`src/rtl/ptm_pkg.sv`:
```
package ptm_pkg;
   localparam int unsigned SEL_CTRL  = 0;
   localparam int unsigned SEL_STAT  = 1;
   localparam int unsigned SEL_COUNT = 3;
   localparam int unsigned SEL_LOAD  = 6;

   typedef struct packed {
      logic ctrl;
      logic stat;
      logic load;
   } ptm_wstb_t;
endpackage

```
`src/rtl/ptm_decode.sv`:
```
module ptm_decode
   import ptm_pkg::*;
#(
   parameter int unsigned SEL_W = 4
) (
   input  logic [SEL_W-1:0] sel_i,
   input  logic             we_i,
   output ptm_wstb_t        wstb_o
);
   always_comb begin
      wstb_o.ctrl = we_i && (sel_i == SEL_W'(SEL_CTRL));
      wstb_o.stat = we_i && (sel_i == SEL_W'(SEL_STAT));
      wstb_o.load = we_i && (sel_i == SEL_W'(SEL_LOAD));
   end
endmodule

```
`src/rtl/ptm_freerun.sv`:
```
module ptm_freerun #(
   parameter int unsigned W = 32
) (
   input  logic         clk,
   input  logic         rst_n,
   output logic [W-1:0] count_o
);
   logic [W-1:0] count_q;

   always_ff @(posedge clk or negedge rst_n) begin
      if (!rst_n) count_q <= '0;
      else        count_q <= count_q + W'(1);
   end

   assign count_o = count_q;
endmodule

```
`src/rtl/ptm_oneshot.sv`:
```
module ptm_oneshot
   import ptm_pkg::*;
#(
   parameter int unsigned W = 32
) (
   input  logic         clk,
   input  logic         rst_n,
   input  ptm_wstb_t    wstb_i,
   input  logic [W-1:0] wdata_i,
   output logic         en_o,
   output logic         status_o,
   output logic [W-1:0] load_o
);
   logic         en_q, armed_q, status_q;
   logic [W-1:0] rem_q, load_q;
   logic         stop_wr, reload, hit, fire;

   // a disable write or an accepted reload both cancel this edge's expiry
   assign stop_wr = wstb_i.ctrl && !wdata_i[0];
   assign reload  = wstb_i.load && en_q;
   assign hit     = armed_q && (rem_q == W'(1));
   assign fire    = hit && !stop_wr && !reload;

   always_ff @(posedge clk or negedge rst_n) begin
      if (!rst_n) begin
         en_q    <= 1'b0;
         armed_q <= 1'b0;
         rem_q   <= '0;
         load_q  <= '0;
      end else begin
         if (wstb_i.ctrl) en_q <= wdata_i[0];
         if (stop_wr) begin
            armed_q <= 1'b0;
         end else if (reload) begin
            armed_q <= 1'b1;
            rem_q   <= wdata_i;
            load_q  <= wdata_i;
         end else if (armed_q) begin
            if (hit) armed_q <= 1'b0;
            else     rem_q   <= rem_q - W'(1);
         end
      end
   end

   always_ff @(posedge clk or negedge rst_n) begin
      if (!rst_n)                                status_q <= 1'b0;
      else if (fire)                             status_q <= 1'b1;
      else if (wstb_i.stat && (wdata_i == '0))   status_q <= 1'b0;
   end

   assign en_o     = en_q;
   assign status_o = status_q;
   assign load_o   = load_q;
endmodule

```
`src/rtl/pcore_evt_timer.sv`:
```
module pcore_evt_timer
   import ptm_pkg::*;
#(
   parameter int unsigned DATA_W = 32,
   parameter int unsigned SEL_W  = 4
) (
   input  logic              clk,
   input  logic              rst_n,
   input  logic [SEL_W-1:0]  reg_sel,
   input  logic              reg_we,
   input  logic [DATA_W-1:0] reg_wdata,
   output logic [DATA_W-1:0] reg_rdata,
   output logic [DATA_W-1:0] count_o,
   output logic              irq_o
);
   localparam int unsigned PAD_W = DATA_W - 1;

   if (DATA_W < 2) begin : g_bad_width
      $error("pcore_evt_timer: DATA_W must be at least 2");
   end
   if (SEL_W < 3) begin : g_bad_sel
      $error("pcore_evt_timer: SEL_W must reach select 6");
   end

   ptm_wstb_t         wstb;
   logic              en;
   logic              status;
   logic [DATA_W-1:0] load_val;
   logic [DATA_W-1:0] count;

   ptm_decode #(.SEL_W(SEL_W)) u_decode (
      .sel_i  (reg_sel),
      .we_i   (reg_we),
      .wstb_o (wstb)
   );

   ptm_freerun #(.W(DATA_W)) u_freerun (
      .clk     (clk),
      .rst_n   (rst_n),
      .count_o (count)
   );

   ptm_oneshot #(.W(DATA_W)) u_oneshot (
      .clk      (clk),
      .rst_n    (rst_n),
      .wstb_i   (wstb),
      .wdata_i  (reg_wdata),
      .en_o     (en),
      .status_o (status),
      .load_o   (load_val)
   );

   always_comb begin
      case (reg_sel)
         SEL_W'(SEL_CTRL):  reg_rdata = {{PAD_W{1'b0}}, en};
         SEL_W'(SEL_STAT):  reg_rdata = {{PAD_W{1'b0}}, status};
         SEL_W'(SEL_COUNT): reg_rdata = count;
         SEL_W'(SEL_LOAD):  reg_rdata = load_val;
         default:           reg_rdata = '0;
      endcase
   end

   assign count_o = count;
   assign irq_o   = status;
endmodule

```
`config.mk`:
```
export PLATFORM = sky130hd
export DESIGN_NAME = pcore_evt_timer
export DESIGN_NICKNAME = d
export VERILOG_FILES = /design/src/rtl/ptm_pkg.sv /design/src/rtl/ptm_decode.sv /design/src/rtl/ptm_freerun.sv /design/src/rtl/ptm_oneshot.sv /design/src/rtl/pcore_evt_timer.sv
export SDC_FILE = /design/constraint.sdc
export NUM_CORES = 1
export LEC_CHECK = 0
export CELL_PAD_IN_SITES_DETAIL_PLACEMENT = 1
export CELL_PAD_IN_SITES_GLOBAL_PLACEMENT = 2
export CORE_MARGIN = 2
export CORE_UTILIZATION = 31
export DETAILED_ROUTE_END_ITERATION = 12
export GPL_TIMING_DRIVEN = 0
export PLACE_DENSITY = 0.81
export SLEW_MARGIN = 10
export SYNTH_ARGS = -nofsm -noshare
export SYNTH_HDL_FRONTEND = slang
export SYNTH_SLANG_ARGS = --single-unit
export TNS_END_PERCENT = 50
```
`constraint.sdc`:
```
create_clock -name clk -period 3.5 [get_ports clk]
set_clock_uncertainty 0.2 [all_clocks]
set_input_delay 1.05 -clock clk [delete_from_list [all_inputs] [get_ports clk]]
set_output_delay 1.05 -clock clk [all_outputs]
set_load 0.05 [all_outputs]
```
==> impl_results.html <==
<table>
<tr><th>Metric</th><th>Value</th></tr>
<tr><th colspan="2">Detailed routing</th></tr>
<tr><td>Number of routed nets with antenna violations</td><td>0</td></tr>
<tr><td>Mean routed wirelength per cell</td><td>20.0 um</td></tr>
<tr><td>Final routed DRC violation total</td><td>0</td></tr>
<tr><td>Via-per-instance ratio</td><td>5.12</td></tr>
<tr><td>Vias</td><td>4369</td></tr>
<tr><td>Total Routed Length</td><td>17100 um</td></tr>
<tr><td>First DRT Iteration DRCs</td><td>245</td></tr>
<tr><td>Router iterations before antenna repair</td><td>4</td></tr>
<tr><th colspan="2">Global routing</th></tr>
<tr><td>Number of antenna violations at the first check in global routing</td><td>1</td></tr>
<tr><td>First-pass GRT wire length</td><td>26700 um</td></tr>
<tr><td>Total routing usage reported by global routing</td><td>0.211</td></tr>
<tr><td>Vias in the first global route</td><td>4800</td></tr>
<tr><td>Total overflow reported by the global router</td><td>0</td></tr>
<tr><td>Maximum number of pins on one net before global-route repair</td><td>62</td></tr>
<tr><th colspan="2">Run status</th></tr>
<tr><td>Status</td><td>completed</td></tr>
<tr><th colspan="2">Synth</th></tr>
<tr><td>Synth Warn #</td><td>0</td></tr>
<tr><td>Adder-cell share of the synthesized area</td><td>0.00769</td></tr>
<tr><td>Most frequently used flop master after synthesis</td><td>dfrtp_1</td></tr>
<tr><td>Share of cell area taken by muxes after synthesis</td><td>0.00461</td></tr>
<tr><td>Top post-synthesis cells by area</td><td>dfrtp_1, nand2_1, xnor2_1</td></tr>
<tr><td>Proportion of synthesized flip-flops having asynchronous set or reset</td><td>1.00</td></tr>
<tr><td>Number of synthesized flops with an enable pin</td><td>0</td></tr>
<tr><td>Mapped Avg Cell Area</td><td>9.46 um2</td></tr>
<tr><td>Cell count after synthesis</td><td>516</td></tr>
<tr><td>Net count after synthesis</td><td>558</td></tr>
<tr><td>Fraction of synthesized cell area in xor and xnor cells</td><td>0.106</td></tr>
<tr><td>Area share of the largest cell type after synthesis</td><td>0.507</td></tr>
<tr><td>Sequential cell area fraction in the yosys report</td><td>0.507</td></tr>
<tr><td>Count of different cell masters after synthesis</td><td>39</td></tr>
<tr><td>Compound-gate portion of the synthesized area</td><td>0.0994</td></tr>
<tr><td>Cell taking the most area after synthesis</td><td>dfrtp_1</td></tr>
<tr><td>Post-synthesis sequential element count</td><td>99</td></tr>
<tr><td>Syn Std Cell Area</td><td>0.00488 mm2</td></tr>
<tr><td>Simple-gate area share of the yosys netlist</td><td>0.246</td></tr>
<tr><td>Largest family of logic cells by synthesized area</td><td>simple AND/OR/NAND/NOR gates</td></tr>
<tr><th colspan="2">Setup path</th></tr>
<tr><td>Data required, critical path</td><td>2250 ps</td></tr>
<tr><td>WP buf/inv</td><td>4</td></tr>
<tr><td>Data arrival time of the critical path</td><td>2210 ps</td></tr>
<tr><td>Worst setup slack for register-to-register paths</td><td>260 ps</td></tr>
<tr><td>Cells traversed along the worst timing path</td><td>buf_12 -&gt; nor4bb_4 -&gt; buf_2 -&gt; clkbuf_8 -&gt; a22o_2 -&gt; buf_4</td></tr>
<tr><td>Destination of the worst register-to-register timing path</td><td>u_oneshot.rem_q[17]</td></tr>
<tr><td>Kind of cell adding the most delay to the critical path</td><td>buffers and inverters</td></tr>
<tr><td>Cell at the slowest stage of the critical path</td><td>nor4bb_4</td></tr>
<tr><td>Maximum fanout count along the critical path</td><td>5</td></tr>
<tr><td>CP Capture Type</td><td>primary output</td></tr>
<tr><td>CP Launch Type</td><td>primary input</td></tr>
<tr><td>R2r worst-path depth</td><td>8</td></tr>
<tr><td>Reg-to-Reg Start</td><td>u_oneshot.rem_q[10]</td></tr>
<tr><td>Stage delay of the slowest cell on the critical path</td><td>310 ps</td></tr>
<tr><td>Start-to-end type of the worst setup path</td><td>in2out</td></tr>
<tr><th colspan="2">STA</th></tr>
<tr><td>Max-Slew Margin vs Limit</td><td>0.498</td></tr>
<tr><td>Top achievable clock speed</td><td>289 MHz</td></tr>
<tr><td>Period minus WS final</td><td>3460 ps</td></tr>
<tr><td>Final worst-path cycle share</td><td>0.988</td></tr>
<tr><td>Final setup slack of the worst path</td><td>41.8 ps</td></tr>
<tr><td>Final number of max-transition violations</td><td>0</td></tr>
<tr><td>Total count of hold-check failures in the final report</td><td>0</td></tr>
<tr><td>Final setup violation count</td><td>0</td></tr>
<tr><td>RSZ-0062 raised after global routing</td><td>true</td></tr>
<tr><td>Worst slew pin tran</td><td>746 ps</td></tr>
<tr><th colspan="2">Die</th></tr>
<tr><td>Starting density of the core</td><td>0.319</td></tr>
<tr><td>I/O pin count</td><td>104</td></tr>
<tr><td>Core Rows</td><td>45</td></tr>
<tr><td>Full die area</td><td>0.0168 mm2</td></tr>
<tr><td>Area of the core</td><td>0.0153 mm2</td></tr>
<tr><td>Die height</td><td>129 um</td></tr>
<tr><td>Horizontal die dimension</td><td>129 um</td></tr>
<tr><th colspan="2">Clock network</th></tr>
<tr><td>Number of buffers added to fix hold violations after cts</td><td>0</td></tr>
<tr><td># H-tree levels</td><td>3</td></tr>
<tr><td>Source-to-sink clock delay at the later pin of the worst-skew pair</td><td>350 ps</td></tr>
<tr><td>TritonCTS clock tree</td><td>done</td></tr>
<tr><td>Number of buffers inserted during clock tree synthesis</td><td>9</td></tr>
<tr><td>Clk buf depth</td><td>2</td></tr>
<tr><td>Clock sinks</td><td>99</td></tr>
<tr><td>Root buffer cell</td><td>clkbuf_16</td></tr>
<tr><td>Clock slew at the register clock pins of the worst setup and hold paths</td><td>70 ps</td></tr>
<tr><th colspan="2">Hold path</th></tr>
<tr><td>Depth of the worst hold-timing path</td><td>2</td></tr>
<tr><td>Launch instance of the worst min-delay path</td><td>u_oneshot.load_o[30]</td></tr>
<tr><td>Class of the most critical hold timing path</td><td>reg2reg</td></tr>
<tr><td>Hold endpoint</td><td>u_oneshot.load_o[30]</td></tr>
<tr><th colspan="2">Flow run</th></tr>
<tr><td>Max-cap violations</td><td>0</td></tr>
<tr><th colspan="2">Place</th></tr>
<tr><td>Worst slack, placed</td><td>-1570 ps</td></tr>
<tr><td>HPWL after detailed placement</td><td>12500 um</td></tr>
<tr><td>Cell area after placement</td><td>0.00623 mm2</td></tr>
<tr><td>Routability cong.</td><td>0.837</td></tr>
<tr><td>Port-buffer cells</td><td>103</td></tr>
<tr><th colspan="2">Pwr</th></tr>
<tr><td>Areal power density over the cells</td><td>507 mW/mm2</td></tr>
<tr><td>Leakage power figure</td><td>3.00 nW</td></tr>
<tr><td>Maximum ir drop on the vdd rail</td><td>0.294 mV</td></tr>
<tr><td>Tot Pwr</td><td>3.45 mW</td></tr>
<tr><th colspan="2">Finish</th></tr>
<tr><td>Layout cell share with drive strength beyond 1</td><td>0.156</td></tr>
<tr><td>Layout Utilization</td><td>0.445</td></tr>
<tr><td>Area of the multi-input gates</td><td>0.00238 mm2</td></tr>
<tr><td>Synth-to-Final Area Change</td><td>39.5%</td></tr>
<tr><td>Filler Cells Inserted</td><td>1773</td></tr>
<tr><td>Fin nets</td><td>680</td></tr>
<tr><td># diodes</td><td>0</td></tr>
<tr><td>Summed area of non-filler cells in the final layout</td><td>0.00681 mm2</td></tr>
<tr><td>Register area</td><td>0.00248 mm2</td></tr>
</table>
cell usage in the layout (no fill, tap or decap), types with 4 or more instances in the layout:
cell             Yosys  routed
o21ai_1             18      18
clkbuf_8             0       7
nand3_1             16      16
clkbuf_16            0      12
and4_1               4       4
nor3_1              18      17
a22o_4               0       4
xnor2_1             47      47
clkbuf_1            19      13
o21ai_0              7       7
nand4_1              8       8
or3_1                7       7
a22o_2               0      14
dfrtp_1             99      99
inv_1               12      12
buf_4                2      13
nor2_1              29      29
a21oi_1             11      11
or4_1                7       7
xor2_1              12      12
buf_6                0      24
a22o_1              31      13
nand2_1            118     117
clkdlybuf4s50_1      0      66
nor4_1              20      18
nor4b_1              4       4
worst register-to-register path: stages, from the launching register on:
cell     delay (ps)
dfrtp_1         400
or4_4           570
or4_1           440
buf_2           200
nor4_4          630
buf_4           310
nor3_1           90
xnor2_1         160
a21oi_1          80
area by class of cell:
class                           instances  share of cell area
Tap cell                              211              0.0388
Inverter                               12             0.00661
Clock inverter                          5             0.00900
Multi-Input combinational cell        382               0.349
Buffer                                 23              0.0292
Sequential cell                        99               0.364
Clock buffer                           10              0.0336
Timing Repair Buffer                  111               0.170
metal layers:
metal	track usage	part of all wire	wire length, um	vias to the layer above
li1	-	-	-	2037
met5	0	0.00094	16	-
met4	0.0474	0.011	190	2
met2	0.348	0.48	8180	109
met1	0.292	0.46	7840	2206
met3	0.0367	0.050	852	15
flip-flops by register name (all words and copies together), names as in the netlist:
signal              count
u_oneshot.en_o          1
u_oneshot.status_o      1
u_oneshot.rem_q        32
u_freerun.count_o      32
u_oneshot.armed_q       1
u_oneshot.load_o       32
report_power, final:
part / total (mW) / switching, mW / internal [mW]
registers: 1.61 / 0.229 / 1.39
logic: 0.827 / 0.439 / 0.388
clock network: 1.01 / 0.453 / 0.556
stage by stage:
step | TNS [ps] | hold slack (ps) | cells
finish | 0 | 281 | 853
global route | -201 | 304 | 853
CTS | 0 | 288 | 851
detailed placement | -67850 | 271 | 831
global placement | -328350 | 265 | 830
floorplan | -558 | 246 | 516
logic make-up (layout without fill, tap and decap cells):
family,after synthesis,in the layout
fa+ha+maj,3,3
flops,99,99
compound gates,71,71
buf+inv,35,161
mux,2,2
simple gates,247,247
xor+xnor,59,59
repair_timing:
action	4_1_cts	5_1_grt
gates resized for setup	253	31
setup endpoints to repair	61	42
cloned	4	0
pin swaps	2	6
setup buffers	1	2
worst max-delay path by stage:
stage                     startpoint                     to  slack [ps]  cells past startpoint
final                     reg_sel[0]          reg_rdata[20]          40                      6
after floorplan           reg_sel[0]          reg_rdata[31]         -40                      4
after global placement         rst_n  u_freerun.count_o[10]       -2670                      1
after CTS                 reg_sel[3]           reg_rdata[0]           7                      7
after detailed placement  reg_sel[1]           reg_rdata[8]       -1570                      6
after global routing      reg_sel[0]           reg_rdata[9]         -30                      6
synthesized netlist by cell type, drive strengths merged, types with 12 or more instances:
| master | number |
|---|---|
| nor4 | 21 |
| dfrtp | 99 |
| xnor2 | 47 |
| inv | 12 |
| clkbuf | 19 |
| nand3 | 16 |
| nor2 | 29 |
| a22o | 31 |
| nand2 | 118 |
| xor2 | 12 |
| o21ai | 25 |
| nor3 | 18 |
(Power assumes the default switching activity.)
